`config.mk`:
```
export PLATFORM = sky130hd
export DESIGN_NAME = gp_regfile
export DESIGN_NICKNAME = d
export VERILOG_FILES = /design/src/rtl/gp_regs_pkg.sv /design/src/rtl/gp_wr_merge.sv /design/src/rtl/gp_rd_extract.sv /design/src/rtl/gp_regfile.sv
export SDC_FILE = /design/constraint.sdc
export NUM_CORES = 1
export LEC_CHECK = 0
export BUFFER_PORTS_ARGS = -buffer_cell sky130_fd_sc_hd__buf_2
export CORE_ASPECT_RATIO = 0.9
export CORE_UTILIZATION = 35
export CTS_BUF_LIST = sky130_fd_sc_hd__clkbuf_2 sky130_fd_sc_hd__clkbuf_4 sky130_fd_sc_hd__clkbuf_8
export CTS_CLUSTER_DIAMETER = 30
export DETAILED_ROUTE_END_ITERATION = 10
export MAX_ROUTING_LAYER = met4
export SYNTH_ARGS = -nofsm -noshare
export SYNTH_HDL_FRONTEND = slang
export SYNTH_HIERARCHICAL = 1
export SYNTH_SLANG_ARGS = --single-unit
```
`constraint.sdc`:
```
create_clock -name clk_i -period 3.15 [get_ports clk_i]
set_input_delay 0.63 -clock clk_i [delete_from_list [all_inputs] [get_ports clk_i]]
set_output_delay 0.63 -clock clk_i [all_outputs]
set_load 0.02 [all_outputs]
```
`src/rtl/gp_regs_pkg.sv`:
```
package gp_regs_pkg;
  typedef enum logic {
    SZ_WORD = 1'b0,
    SZ_BYTE = 1'b1
  } acc_size_e;
endpackage

```
`src/rtl/gp_wr_merge.sv`:
```
module gp_wr_merge #(
  parameter int WORD_W = 16
) (
  input  logic [WORD_W-1:0] old_i,
  input  logic [WORD_W-1:0] wdata_i,
  input  logic              byte_i,
  input  logic              hi_i,
  output logic [WORD_W-1:0] new_o
);
  localparam int BYTE_W = WORD_W / 2;

  always_comb begin
    new_o = wdata_i;
    if (byte_i) begin
      new_o = old_i;
      if (hi_i) new_o[WORD_W-1:BYTE_W] = wdata_i[BYTE_W-1:0];
      else      new_o[BYTE_W-1:0]      = wdata_i[BYTE_W-1:0];
    end
  end
endmodule

```
`src/rtl/gp_rd_extract.sv`:
```
module gp_rd_extract #(
  parameter int NUM_REGS = 4,
  parameter int WORD_W   = 16,
  parameter int IDX_W    = 2
) (
  input  logic [NUM_REGS-1:0][WORD_W-1:0] regs_i,
  input  logic                            byte_i,
  input  logic [IDX_W:0]                  addr_i,
  output logic [WORD_W-1:0]               data_o
);
  localparam int BYTE_W = WORD_W / 2;

  logic [WORD_W-1:0] word_sel;

  assign word_sel = regs_i[addr_i[IDX_W-1:0]];

  always_comb begin
    data_o = word_sel;
    if (byte_i) begin
      data_o = '0;
      data_o[BYTE_W-1:0] = addr_i[IDX_W] ? word_sel[WORD_W-1:BYTE_W]
                                         : word_sel[BYTE_W-1:0];
    end
  end
endmodule

```
`src/rtl/gp_regfile.sv`:
```
module gp_regfile
  import gp_regs_pkg::*;
#(
  parameter int NUM_REGS = 4,
  parameter int WORD_W   = 16,
  parameter int IDX_W    = $clog2(NUM_REGS),
  parameter int CODE_W   = IDX_W + 1
) (
  input  logic              clk_i,
  input  logic              rst_ni,
  input  logic              we_i,
  input  logic              wsize_i,
  input  logic [CODE_W-1:0] waddr_i,
  input  logic [WORD_W-1:0] wdata_i,
  input  logic              ra_size_i,
  input  logic [CODE_W-1:0] ra_addr_i,
  output logic [WORD_W-1:0] ra_data_o,
  input  logic              rb_size_i,
  input  logic [CODE_W-1:0] rb_addr_i,
  output logic [WORD_W-1:0] rb_data_o
);
  logic [NUM_REGS-1:0][WORD_W-1:0] regs_q;
  logic [WORD_W-1:0]               merged;
  logic [IDX_W-1:0]                widx;

  assign widx = waddr_i[IDX_W-1:0];

  gp_wr_merge #(.WORD_W(WORD_W)) u_merge (
    .old_i   (regs_q[widx]),
    .wdata_i (wdata_i),
    .byte_i  (acc_size_e'(wsize_i) == SZ_BYTE),
    .hi_i    (waddr_i[IDX_W]),
    .new_o   (merged)
  );

  for (genvar g = 0; g < NUM_REGS; g++) begin : g_reg
    always_ff @(posedge clk_i or negedge rst_ni) begin
      if (!rst_ni)                                 regs_q[g] <= '0;
      else if (we_i && widx == IDX_W'(g))          regs_q[g] <= merged;
    end
  end

  gp_rd_extract #(.NUM_REGS(NUM_REGS), .WORD_W(WORD_W), .IDX_W(IDX_W)) u_rd_a (
    .regs_i (regs_q),
    .byte_i (acc_size_e'(ra_size_i) == SZ_BYTE),
    .addr_i (ra_addr_i),
    .data_o (ra_data_o)
  );

  gp_rd_extract #(.NUM_REGS(NUM_REGS), .WORD_W(WORD_W), .IDX_W(IDX_W)) u_rd_b (
    .regs_i (regs_q),
    .byte_i (acc_size_e'(rb_size_i) == SZ_BYTE),
    .addr_i (rb_addr_i),
    .data_o (rb_data_o)
  );
endmodule

```
==> run_summary.xml <==
<?xml version="1.0" encoding="UTF-8"?>
<metrics>
  <group name="outcome">
    <metric name="status" unit="">complete, no violations</metric>
  </group>
  <group name="worst_setup_path">
    <metric name="critical_path.max_stage_delay" unit="ns">0.45</metric>
    <metric name="critical_path_maximum_fanout" unit="">18</metric>
    <metric name="worst_setup_path_start_kind" unit="">primary input</metric>
    <metric name="reg2regPathDepth" unit="">4</metric>
    <metric name="critical_path_class" unit="">in2out</metric>
    <metric name="critPathCaptureType" unit="">output port</metric>
    <metric name="critPathMostFrequentCell" unit="">sky130_fd_sc_hd__buf_2</metric>
    <metric name="worstPathArrival" unit="ns">2.08</metric>
    <metric name="critical_path.cell_chain" unit="">buf_2 &gt; nand2_1 &gt; o221ai_1 &gt; buf_2</metric>
    <metric name="cp.required" unit="ns">2.52</metric>
    <metric name="cp_slowest_cell" unit="">sky130_fd_sc_hd__buf_2</metric>
    <metric name="r2r_slack" unit="ns">1.54</metric>
  </group>
  <group name="sta">
    <metric name="worst_slew_pin_slew" unit="ns">0.846</metric>
    <metric name="timing.final.setup_violations" unit="">0</metric>
    <metric name="final_hold_viol_count" unit="">0</metric>
    <metric name="max_freq" unit="GHz">0.369</metric>
    <metric name="max_slew_margin" unit="%">43.6</metric>
    <metric name="timing.setup.tns" unit="ns">0</metric>
    <metric name="setup_slack" unit="ns">0.440</metric>
    <metric name="setup_repair_after_global_routing_missed_its_margin" unit="">no</metric>
    <metric name="maxSlewViolCount" unit="">0</metric>
    <metric name="layout_min_cycle_time" unit="ns">2.71</metric>
    <metric name="clock-skew-final" unit="ns">0.00550</metric>
    <metric name="timing.final.crit_share" unit="%">86.0</metric>
  </group>
  <group name="place">
    <metric name="globalplace.congestion" unit="">0.891</metric>
    <metric name="io_buffer_count" unit="">62</metric>
    <metric name="placedCellCount" unit="">550</metric>
    <metric name="dpl.hpwl" unit="mm">8.24</metric>
    <metric name="pre_cts_ws" unit="ns">0.442</metric>
    <metric name="postPlaceCellArea" unit="mm²">0.00481</metric>
  </group>
  <group name="yosys">
    <metric name="synthDominantCellAreaShare" unit="%">36.6</metric>
    <metric name="post_synth_inst_count" unit="">338</metric>
    <metric name="synth_area_per_cell" unit="µm²">13.0</metric>
    <metric name="synthesis.area" unit="mm²">0.00438</metric>
    <metric name="postSynthNetCount" unit="">369</metric>
    <metric name="synth.lib_cells_used.distinct" unit="">20</metric>
    <metric name="post-synth-top-area-cell" unit="">sky130_fd_sc_hd__dfrtp_1</metric>
    <metric name="synth_seq_area_share" unit="%">36.6</metric>
    <metric name="postSynthRegisterBits" unit="">64</metric>
    <metric name="yosysWarnings" unit="">6</metric>
    <metric name="synth.top_cells.by_area" unit="">sky130_fd_sc_hd__dfrtp_1 (37%), sky130_fd_sc_hd__mux2_2 (25%), sky130_fd_sc_hd__mux2i_1 (13%), sky130_fd_sc_hd__mux4_2 (5.1%), sky130_fd_sc_hd__mux4_1 (3.6%)</metric>
  </group>
  <group name="floorplan">
    <metric name="die_y" unit="µm">108</metric>
    <metric name="number_of_placement_rows" unit="">38</metric>
    <metric name="initial_utilization" unit="%">36.1</metric>
    <metric name="floorplan.die_area" unit="mm²">0.0130</metric>
    <metric name="ioPinCount" unit="">63</metric>
    <metric name="core_area" unit="mm²">0.0121</metric>
    <metric name="die_w" unit="µm">120</metric>
  </group>
  <group name="routing">
    <metric name="dr.first_iter.drc_count" unit="">267</metric>
    <metric name="antenna_left" unit="">0</metric>
    <metric name="vias" unit="">3159</metric>
    <metric name="avgViaCountPerCell" unit="">5.59</metric>
    <metric name="detail_route.wl_per_cell" unit="µm">21.4</metric>
    <metric name="detail_route.wirelength" unit="mm">12.1</metric>
    <metric name="drt_drc_violations_left" unit="">0</metric>
    <metric name="drtPass1Iterations" unit="">4</metric>
  </group>
  <group name="pwr">
    <metric name="static_leakage" unit="nW">2.26</metric>
    <metric name="irDropWorstVdd" unit="mV">0.246</metric>
    <metric name="fin_total_pwr" unit="mW">3.00</metric>
    <metric name="power.density" unit="mW/mm²">604</metric>
  </group>
  <group name="job">
    <metric name="drv_cap" unit="">0</metric>
  </group>
  <group name="clocking">
    <metric name="clkTransAtPathRegs" unit="ns">0.06</metric>
    <metric name="postCtsHoldBufs" unit="">0</metric>
    <metric name="cts_tree" unit="">built</metric>
    <metric name="cts_inserted_buffers" unit="">9</metric>
    <metric name="ctsResizeCount" unit="">0</metric>
    <metric name="clk-insertion-delay-late" unit="ns">0.35</metric>
    <metric name="count_of_buffers_added_by_post_cts_timing_repair_for_setup" unit="">0</metric>
    <metric name="cts_htree_levels" unit="">3</metric>
    <metric name="clockBufferDepth" unit="">2</metric>
    <metric name="clockRootBuffer" unit="">sky130_fd_sc_hd__clkbuf_8</metric>
    <metric name="clock_sink_count" unit="">64</metric>
  </group>
  <group name="global_routing">
    <metric name="grt_start_max_net_pins" unit="">65</metric>
    <metric name="combined_global_route_utilization_of_all_metal_layers" unit="%">20.2</metric>
    <metric name="grt_remaining_overflow" unit="">0</metric>
    <metric name="first_pass_grt_wire_length" unit="mm">18.9</metric>
    <metric name="initial_antenna_violation_count" unit="">0</metric>
    <metric name="via_count_of_the_first_global_routing_pass" unit="">3321</metric>
  </group>
  <group name="min_path">
    <metric name="hp-class" unit="">in2async</metric>
  </group>
  <group name="cells_and_area">
    <metric name="final_cells" unit="">565</metric>
    <metric name="syn_to_final_growth" unit="%">13.5</metric>
    <metric name="net_count_final" unit="">432</metric>
    <metric name="most-common-layout-cells" unit="">sky130_fd_sc_hd__mux2_2 (96), sky130_fd_sc_hd__dfrtp_1 (64), sky130_fd_sc_hd__buf_2 (62)</metric>
    <metric name="largest_reg_flops" unit="">64</metric>
    <metric name="biggestRegsByFlops" unit="">regs_q: 64 flops</metric>
    <metric name="n_antenna_cell" unit="">0</metric>
    <metric name="registers.top_by_ff_count" unit="">regs_q</metric>
    <metric name="share_of_post_route_cells_with_drive_strength_above_1" unit="%">51.6</metric>
    <metric name="fill_cells" unit="">1179</metric>
    <metric name="finish.instance_area" unit="mm²">0.00497</metric>
    <metric name="layout_commonest_cell" unit="">sky130_fd_sc_hd__mux2_2</metric>
  </group>
</metrics>
==> where the power goes <==
group | internal [mW] | leakage [nW] | switching, mW
clock network | 0.282 | 0.0889 | 0.317
registers | 1.04 | 0.751 | 0.219
logic | 0.603 | 1.42 | 0.540
total | 1.93 | 2.26 | 1.08
==> worst paths after layout <==
path | start | endpoint
max in group asynchronous | rst_ni | regs_q[3]
min in group clk_i | regs_q[20] | regs_q[20]
hold / removal | rst_ni | regs_q[41]
hold reg to reg | regs_q[20] | regs_q[20]
setup reg to reg | regs_q[61] | regs_q[13]
setup / recovery | ra_addr_i[1] | ra_data_o[5]
==> cells in the mapped netlist (all sizes together) <==
| cell type | count |
|---|---|
| buf | 23 |
| o221ai | 16 |
| a21oi | 10 |
| nand3 | 1 |
| nand3b | 2 |
| mux2i | 56 |
| mux4 | 16 |
| nor2 | 24 |
| nor3b | 1 |
| mux2 | 104 |
| nand2 | 21 |
| dfrtp | 64 |
==> kinds of logic (layout without fill, tap and decap cells) <==
| family | after synthesis | count (layout) | synth area share [%] |
|---|---|---|---|
| muxes | 176 | 176 | 49.0 |
| and+or+nand+nor | 49 | 49 | 5.60 |
| AOI/OAI and AO/OA | 26 | 26 | 4.34 |
| buffers and inverters | 23 | 90 | 4.51 |
| DFF | 64 | 64 | 36.6 |
==> critical path, delay by kind of cell <==
kind | cells | cell delay, ns
AOI/OAI and AO/OA | 1 | 0.33
and+or+nand+nor | 1 | 0.44
buffers and inverters | 2 | 0.67
==> per-stage QoR <==
| step | hold WS, ns | utilization (%) |
|---|---|---|
| floorplan | 0.334 | - |
| global placement | 0.523 | 39.7 |
| detailed placement | 0.538 | 39.7 |
| CTS | 0.503 | 41.0 |
| global route | 0.559 | 41.0 |
| finish | 0.462 | 41.0 |
==> metal layers <==
layer  GRT usage [%]  vias up  share of wire (%)
li1                -     1408                  -
met1            24.8     1630                 42
met2            33.1      110                 50
met3            4.06       11                6.8
met4            7.05        0                1.2
met5               -        -                  0
==> cell type report <==
| cell class | count | area [µm²] | share of cell area, % |
|---|---|---|---|
| multi-input cells | 251 | 2580 | 51.9 |
| flip-flops and latches | 64 | 1600 | 32.2 |
| repair buffers | 75 | 433 | 8.71 |
| well taps | 160 | 200 | 4.03 |
| clock buffers | 10 | 131 | 2.64 |
| clock inverters | 5 | 25.0 | 0.503 |
(Power assumes the default switching activity.)
